`src/rtl/shr_pkg.sv`:
```
package shr_pkg;
  typedef enum logic [2:0] {
    OP_LSL = 3'd0,
    OP_LSR = 3'd1,
    OP_ASL = 3'd2,
    OP_ASR = 3'd3,
    OP_ROL = 3'd4,
    OP_ROR = 3'd5,
    OP_RCL = 3'd6,
    OP_RCR = 3'd7
  } shr_op_e;

  typedef enum logic [1:0] {
    SZ_BYTE = 2'd0,
    SZ_WORD = 2'd1,
    SZ_LONG = 2'd2,
    SZ_LONG_ALT = 2'd3
  } shr_size_e;
endpackage

```
`src/rtl/shr_size_decode.sv`:
```
module shr_size_decode
  import shr_pkg::*;
#(
  parameter int BW = 8,
  parameter int DW = 4 * BW,
  localparam int IW = $clog2(DW)
) (
  input  shr_size_e     size_i,
  output logic [IW-1:0] msb_idx_o,
  output logic [DW-1:0] mask_o
);
  always_comb begin
    unique case (size_i)
      SZ_BYTE: msb_idx_o = IW'(BW - 1);
      SZ_WORD: msb_idx_o = IW'(2 * BW - 1);
      default: msb_idx_o = IW'(DW - 1);
    endcase
    mask_o = {DW{1'b1}} >> (IW'(DW - 1) - msb_idx_o);
  end
endmodule

```
`src/rtl/shr_step.sv`:
```
module shr_step
  import shr_pkg::*;
#(
  parameter int DW = 32,
  localparam int IW = $clog2(DW)
) (
  input  shr_op_e       op_i,
  input  logic [IW-1:0] msb_idx_i,
  input  logic [DW-1:0] mask_i,
  input  logic [DW-1:0] val_i,
  input  logic          cin_i,
  input  logic          sign0_i,
  output logic [DW-1:0] val_o,
  output logic          cout_o,
  output logic          sign_chg_o
);
  logic top_b, low_b, go_left, fill_l, fill_r;

  always_comb begin
    top_b   = val_i[msb_idx_i];
    low_b   = val_i[0];
    go_left = (op_i == OP_LSL) || (op_i == OP_ASL) ||
              (op_i == OP_ROL) || (op_i == OP_RCL);
    unique case (op_i)
      OP_ROL:  fill_l = top_b;
      OP_RCL:  fill_l = cin_i;
      default: fill_l = 1'b0;
    endcase
    unique case (op_i)
      OP_ASR:  fill_r = top_b;
      OP_ROR:  fill_r = low_b;
      OP_RCR:  fill_r = cin_i;
      default: fill_r = 1'b0;
    endcase
    if (go_left) begin
      val_o  = ((val_i << 1) & mask_i) | DW'(fill_l);
      cout_o = top_b;
    end else begin
      val_o  = ((val_i & mask_i) >> 1) | (DW'(fill_r) << msb_idx_i);
      cout_o = low_b;
    end
    sign_chg_o = (op_i == OP_ASL) && (val_o[msb_idx_i] != sign0_i);
  end
endmodule

```
`src/rtl/shr_flags.sv`:
```
module shr_flags #(
  parameter int DW = 32,
  localparam int IW = $clog2(DW)
) (
  input  logic [DW-1:0] res_i,
  input  logic [IW-1:0] msb_idx_i,
  output logic          n_o,
  output logic          z_o
);
  always_comb begin
    n_o = res_i[msb_idx_i];
    z_o = (res_i == '0);
  end
endmodule

```
`src/rtl/shr_unit.sv`:
```
module shr_unit
  import shr_pkg::*;
#(
  parameter int BW = 8,
  parameter int MAX_STEP = 2,
  localparam int DW = 4 * BW,
  localparam int IW = $clog2(DW),
  localparam int CW = $clog2(MAX_STEP + 1)
) (
  input  logic          clk,
  input  logic          rst,
  input  logic [31:0]   operand_i,
  input  logic [1:0]    size_i,
  input  logic [2:0]    op_i,
  input  logic          by_two_i,
  input  logic          carry_i,
  output logic [31:0]   result_o,
  output logic          n_o,
  output logic          z_o,
  output logic          v_o,
  output logic          c_o
);
  shr_op_e   op;
  shr_size_e sz;
  logic [IW-1:0] msb_idx;
  logic [DW-1:0] mask, opnd_m;
  logic [CW-1:0] amount;

  logic [MAX_STEP:0][DW-1:0] st_val;
  logic [MAX_STEP:0]         st_c;
  logic [MAX_STEP:0]         st_v;

  logic n_d, z_d;

  assign op     = shr_op_e'(op_i);
  assign sz     = shr_size_e'(size_i);
  assign amount = by_two_i ? CW'(MAX_STEP) : CW'(1);

  shr_size_decode #(.BW(BW), .DW(DW)) u_size (
    .size_i   (sz),
    .msb_idx_o(msb_idx),
    .mask_o   (mask)
  );

  assign opnd_m    = DW'(operand_i) & mask;
  assign st_val[0] = opnd_m;
  assign st_c[0]   = carry_i;
  assign st_v[0]   = 1'b0;

  for (genvar g = 0; g < MAX_STEP; g++) begin : g_stage
    logic [DW-1:0] s_val;
    logic          s_c, s_chg, s_en;
    shr_step #(.DW(DW)) u_step (
      .op_i      (op),
      .msb_idx_i (msb_idx),
      .mask_i    (mask),
      .val_i     (st_val[g]),
      .cin_i     (st_c[g]),
      .sign0_i   (opnd_m[msb_idx]),
      .val_o     (s_val),
      .cout_o    (s_c),
      .sign_chg_o(s_chg)
    );
    assign s_en        = (CW'(g) < amount);
    assign st_val[g+1] = s_en ? s_val : st_val[g];
    assign st_c[g+1]   = s_en ? s_c : st_c[g];
    assign st_v[g+1]   = st_v[g] | (s_en & s_chg);
  end

  shr_flags #(.DW(DW)) u_flags (
    .res_i    (st_val[MAX_STEP]),
    .msb_idx_i(msb_idx),
    .n_o      (n_d),
    .z_o      (z_d)
  );

  always_ff @(posedge clk) begin
    if (rst) begin
      result_o <= '0;
      n_o      <= 1'b0;
      z_o      <= 1'b0;
      v_o      <= 1'b0;
      c_o      <= 1'b0;
    end else begin
      result_o <= 32'(st_val[MAX_STEP]);
      n_o      <= n_d;
      z_o      <= z_d;
      v_o      <= st_v[MAX_STEP];
      c_o      <= st_c[MAX_STEP];
    end
  end

  p_upper_clear_r1: assert property (@(posedge clk) disable iff (rst)
    (size_i == SZ_BYTE) |=> (result_o[31:BW] == '0));
  p_v_only_asl_r7: assert property (@(posedge clk) disable iff (rst)
    (op_i != OP_ASL) |=> !v_o);
  p_rcl_fill_r9: assert property (@(posedge clk) disable iff (rst)
    (op_i == OP_RCL && !by_two_i) |=> (result_o[0] == $past(carry_i)));
  p_lsl_carry_r3: assert property (@(posedge clk) disable iff (rst)
    (op_i == OP_LSL && size_i == SZ_LONG && !by_two_i) |=> (c_o == $past(operand_i[31])));
  p_asr_sign_r5: assert property (@(posedge clk) disable iff (rst)
    (op_i == OP_ASR && size_i == SZ_LONG) |=> (result_o[31] == $past(operand_i[31])));
  p_zero_not_neg_r10: assert property (@(posedge clk) disable iff (rst)
    z_o |-> !n_o);
  p_reset_clear_r11: assert property (@(posedge clk)
    rst |=> (result_o == '0 && !n_o && !z_o && !v_o && !c_o));
endmodule

```
`config.mk`:
```
export PLATFORM = sky130hd
export DESIGN_NAME = shr_unit
export DESIGN_NICKNAME = d
export VERILOG_FILES = /design/src/rtl/shr_pkg.sv /design/src/rtl/shr_size_decode.sv /design/src/rtl/shr_step.sv /design/src/rtl/shr_flags.sv /design/src/rtl/shr_unit.sv
export SDC_FILE = /design/constraint.sdc
export NUM_CORES = 1
export LEC_CHECK = 0
export BUFFER_PORTS_ARGS = -buffer_cell sky130_fd_sc_hd__buf_4
export CORE_MARGIN = 2
export CORE_UTILIZATION = 55
export CTS_CLUSTER_DIAMETER = 200
export DETAILED_ROUTE_END_ITERATION = 16
export HOLD_SLACK_MARGIN = 0.15
export MAX_ROUTING_LAYER = met4
export PLACE_DENSITY = 0.76
export SYNTH_ARGS = -nofsm -noshare
export SYNTH_HDL_FRONTEND = slang
export SYNTH_HIERARCHICAL = 1
export SYNTH_SLANG_ARGS = --single-unit
```
`constraint.sdc`:
```
create_clock -name clk -period 16.15 [get_ports clk]
set_clock_uncertainty 0.05 [all_clocks]
set_input_delay 3.23 -clock clk [delete_from_list [all_inputs] [get_ports clk]]
set_output_delay 3.23 -clock clk [all_outputs]
set_load 0.05 [all_outputs]
```
==> impl_metrics.json <==
{
  "grtUsageMet3": 0.0582,
  "synthMostInstantiatedCell": "nand2_1",
  "slew_headroom": 0.401,
  "worst_ep_required_time_ns": 16.31,
  "die_h_microns": 112,
  "synth.area.top_cells": "dfxtp_1, mux2i_1, nand2_1",
  "tightestPinTransition_ns": 0.891,
  "min_period_ns": 10.19,
  "portBuffers": 76,
  "post-cts-setup-buffers": 0,
  "antenna_cells": 0,
  "ir_drop_mv": 0.0699,
  "grt_start_max_net_pins": 99,
  "ys_ff_latch": 36,
  "clk_path_buf_depth": 2,
  "place_inst": 1059,
  "hold_violations": 0,
  "cap_violations": 0,
  "arrival_ns": 10.35,
  "gp_congestion": 1.02,
  "drc_errors": 0,
  "cts_root_buf": "clkbuf_16",
  "ant_nets": 0,
  "dp_hpwl_microns": 14500,
  "slowest_stage": "a21o_1",
  "path_clk_slew_ns": 0.05,
  "fin_tns_setup_ns": 0,
  "pwr-share-clk": 0.250,
  "grt_util_met1": 0.473,
  "ys_types": 72,
  "rsz0062_at_grt": "no",
  "pwr-share-comb": 0.501,
  "dieArea_sq_mm": 0.0125,
  "fin_crit_sh": 0.631,
  "synthCells": 923,
  "startpoint_type": "input port",
  "area_growth_pct": 5.65,
  "hold_class": "input port to flip-flop",
  "grt_overflow": 0,
  "swShare": 0.421,
  "first_iter_violations": 1147,
  "synth_warnings": 6,
  "cts_resized": 0,
  "endpoint_kind": "flip-flop",
  "holdBufCountCts": 0,
  "antenna_found_initial": 0,
  "critPathTopFamily": "compound AO/OA/AOI/OAI gates",
  "maxSlewViolCount": 0,
  "cts_tree": "done",
  "final_nets": 964,
  "synth_ff_type": "dfxtp_1",
  "busiest_layer": "met2",
  "critPathKind": "input port to flip-flop",
  "chipWidth_microns": 112,
  "p_sw_mw": 0.162,
  "vias": 7354,
  "viasPerCell": 6.89,
  "synth_area_leader_cell": "dfxtp_1",
  "power_leakage_nw": 2.74,
  "setup_viol": 0,
  "final_cell_count_no_fill": 1067,
  "p_seq_frac": 0.249,
  "ys_seq_area_frac": 0.113,
  "fp.coreArea_sq_mm": 0.0114,
  "pin_count": 77,
  "crit_buf_inv": 2,
  "cp_slowest_stage_delay_ns": 0.75,
  "numCtsBuffers": 5,
  "wl_microns": 20900,
  "ys_top_cells_by_count": "nand2_1, a21oi_1, mux2i_1, nor2b_1, o21ai_0",
  "synth_top_area_frac": 0.113,
  "grt_usage": 0.329,
  "num_rows": 39,
  "floorplan.initialDensity": 0.562,
  "dr.pass1.iters": 6,
  "grt_pass1_vias": 6360,
  "synth_edf_count": 0,
  "power.density_mw_per_mm2": 56.8,
  "fmax_mhz": 98.2,
  "syn_avg_cell_area_sq_um": 6.93,
  "async_flop_share": 0,
  "status": "finished, final reports clean",
  "cp_max_fo": 81,
  "p_int_mw": 0.222,
  "htree_num_levels": 2,
  "cts.sinks": 36,
  "synth_area_sq_mm": 0.00639,
  "wl_per_cell_microns": 19.5,
  "grt_pass1_wl_microns": 33200,
  "drive_gt1_frac": 0.167,
  "met2_usage": 0.476
}
[through the flow]
step / hold WS (ns) / utilization / setup WS, ns / instance area, sq um / power [mW]
5_1_grt: 3.32 / 0.594 / 5.20 / 6760 / 0.404
2_1_floorplan: 3.25 / - / 7.84 / 6430 / 0.246
4_1_cts: 3.30 / 0.594 / 6.15 / 6760 / 0.371
3_5_place_dp: 3.58 / 0.581 / 5.88 / 6610 / 0.275
3_3_place_gp: 3.57 / 0.581 / 6.30 / 6610 / 0.274
6_report: 3.29 / 0.594 / 5.96 / 6760 / 0.384
[routing by layer]
| metal | wire length (microns) | share of wire |
|---|---|---|
| met1 | 8630 | 0.41 |
| met4 | 636 | 0.030 |
| met5 | 0 | 0 |
| met2 | 9040 | 0.43 |
| met3 | 2550 | 0.12 |
[cells in the final DEF (no fill, tap or decap), types with 11 or more instances in the layout]
cell type | synthesis | final
buf_4 | 43 | 79
nand2_1 | 127 | 127
a32oi_1 | 12 | 12
dfxtp_1 | 36 | 36
nor2_1 | 45 | 45
mux2i_1 | 56 | 56
a21oi_1 | 82 | 82
mux2_2 | 34 | 34
nand3_1 | 44 | 44
conb_1 | 1 | 11
a31oi_1 | 39 | 39
and3_1 | 14 | 14
o21ai_0 | 46 | 46
a22oi_1 | 22 | 22
nor2b_1 | 53 | 53
nand2b_1 | 13 | 13
and2_1 | 27 | 27
[registers in the layout, indices dropped and copies added, names as in the netlist]
register  count
v_o           1
c_o           1
result_o     32
z_o           1
n_o           1
[power groups by stage]
stage / sequential, mW / combinational, mW / clock, mW
finish: 0.0957 / 0.192 / 0.0961
detailed placement: 0.0976 / 0.178 / 0
global route: 0.0962 / 0.206 / 0.102
global placement: 0.0977 / 0.177 / 0
floorplan: 0.116 / 0.130 / 0
CTS: 0.0958 / 0.178 / 0.0967
[final timing paths]
check  slack, ns  cells past startpoint  end       from
max         5.96                     27  n_o  size_i[1]
min         3.29                      2  v_o        rst
[cell families (layout without fill, tap and decap cells)]
group                  Yosys count  in the layout  synth area share
flip-flops                      36             36             0.113
buffers and inverters          111            102             0.102
AO/OA/AOI/OAI                  293            293             0.305
other                            1             11          0.000586
multiplexers                    95             95             0.166
AND/OR/NAND/NOR                387            387             0.313
[layout make-up]
class	instances	area, sq um
Sequential cell	36	721
Tap cell	143	179
Multi-Input combinational cell	786	5060
Clock inverter	2	10.0
Clock buffer	6	139
Inverter	15	56.3
Timing Repair Buffer	79	593
Fill cell	1116	4610
Power figures use the tool's default switching activity.
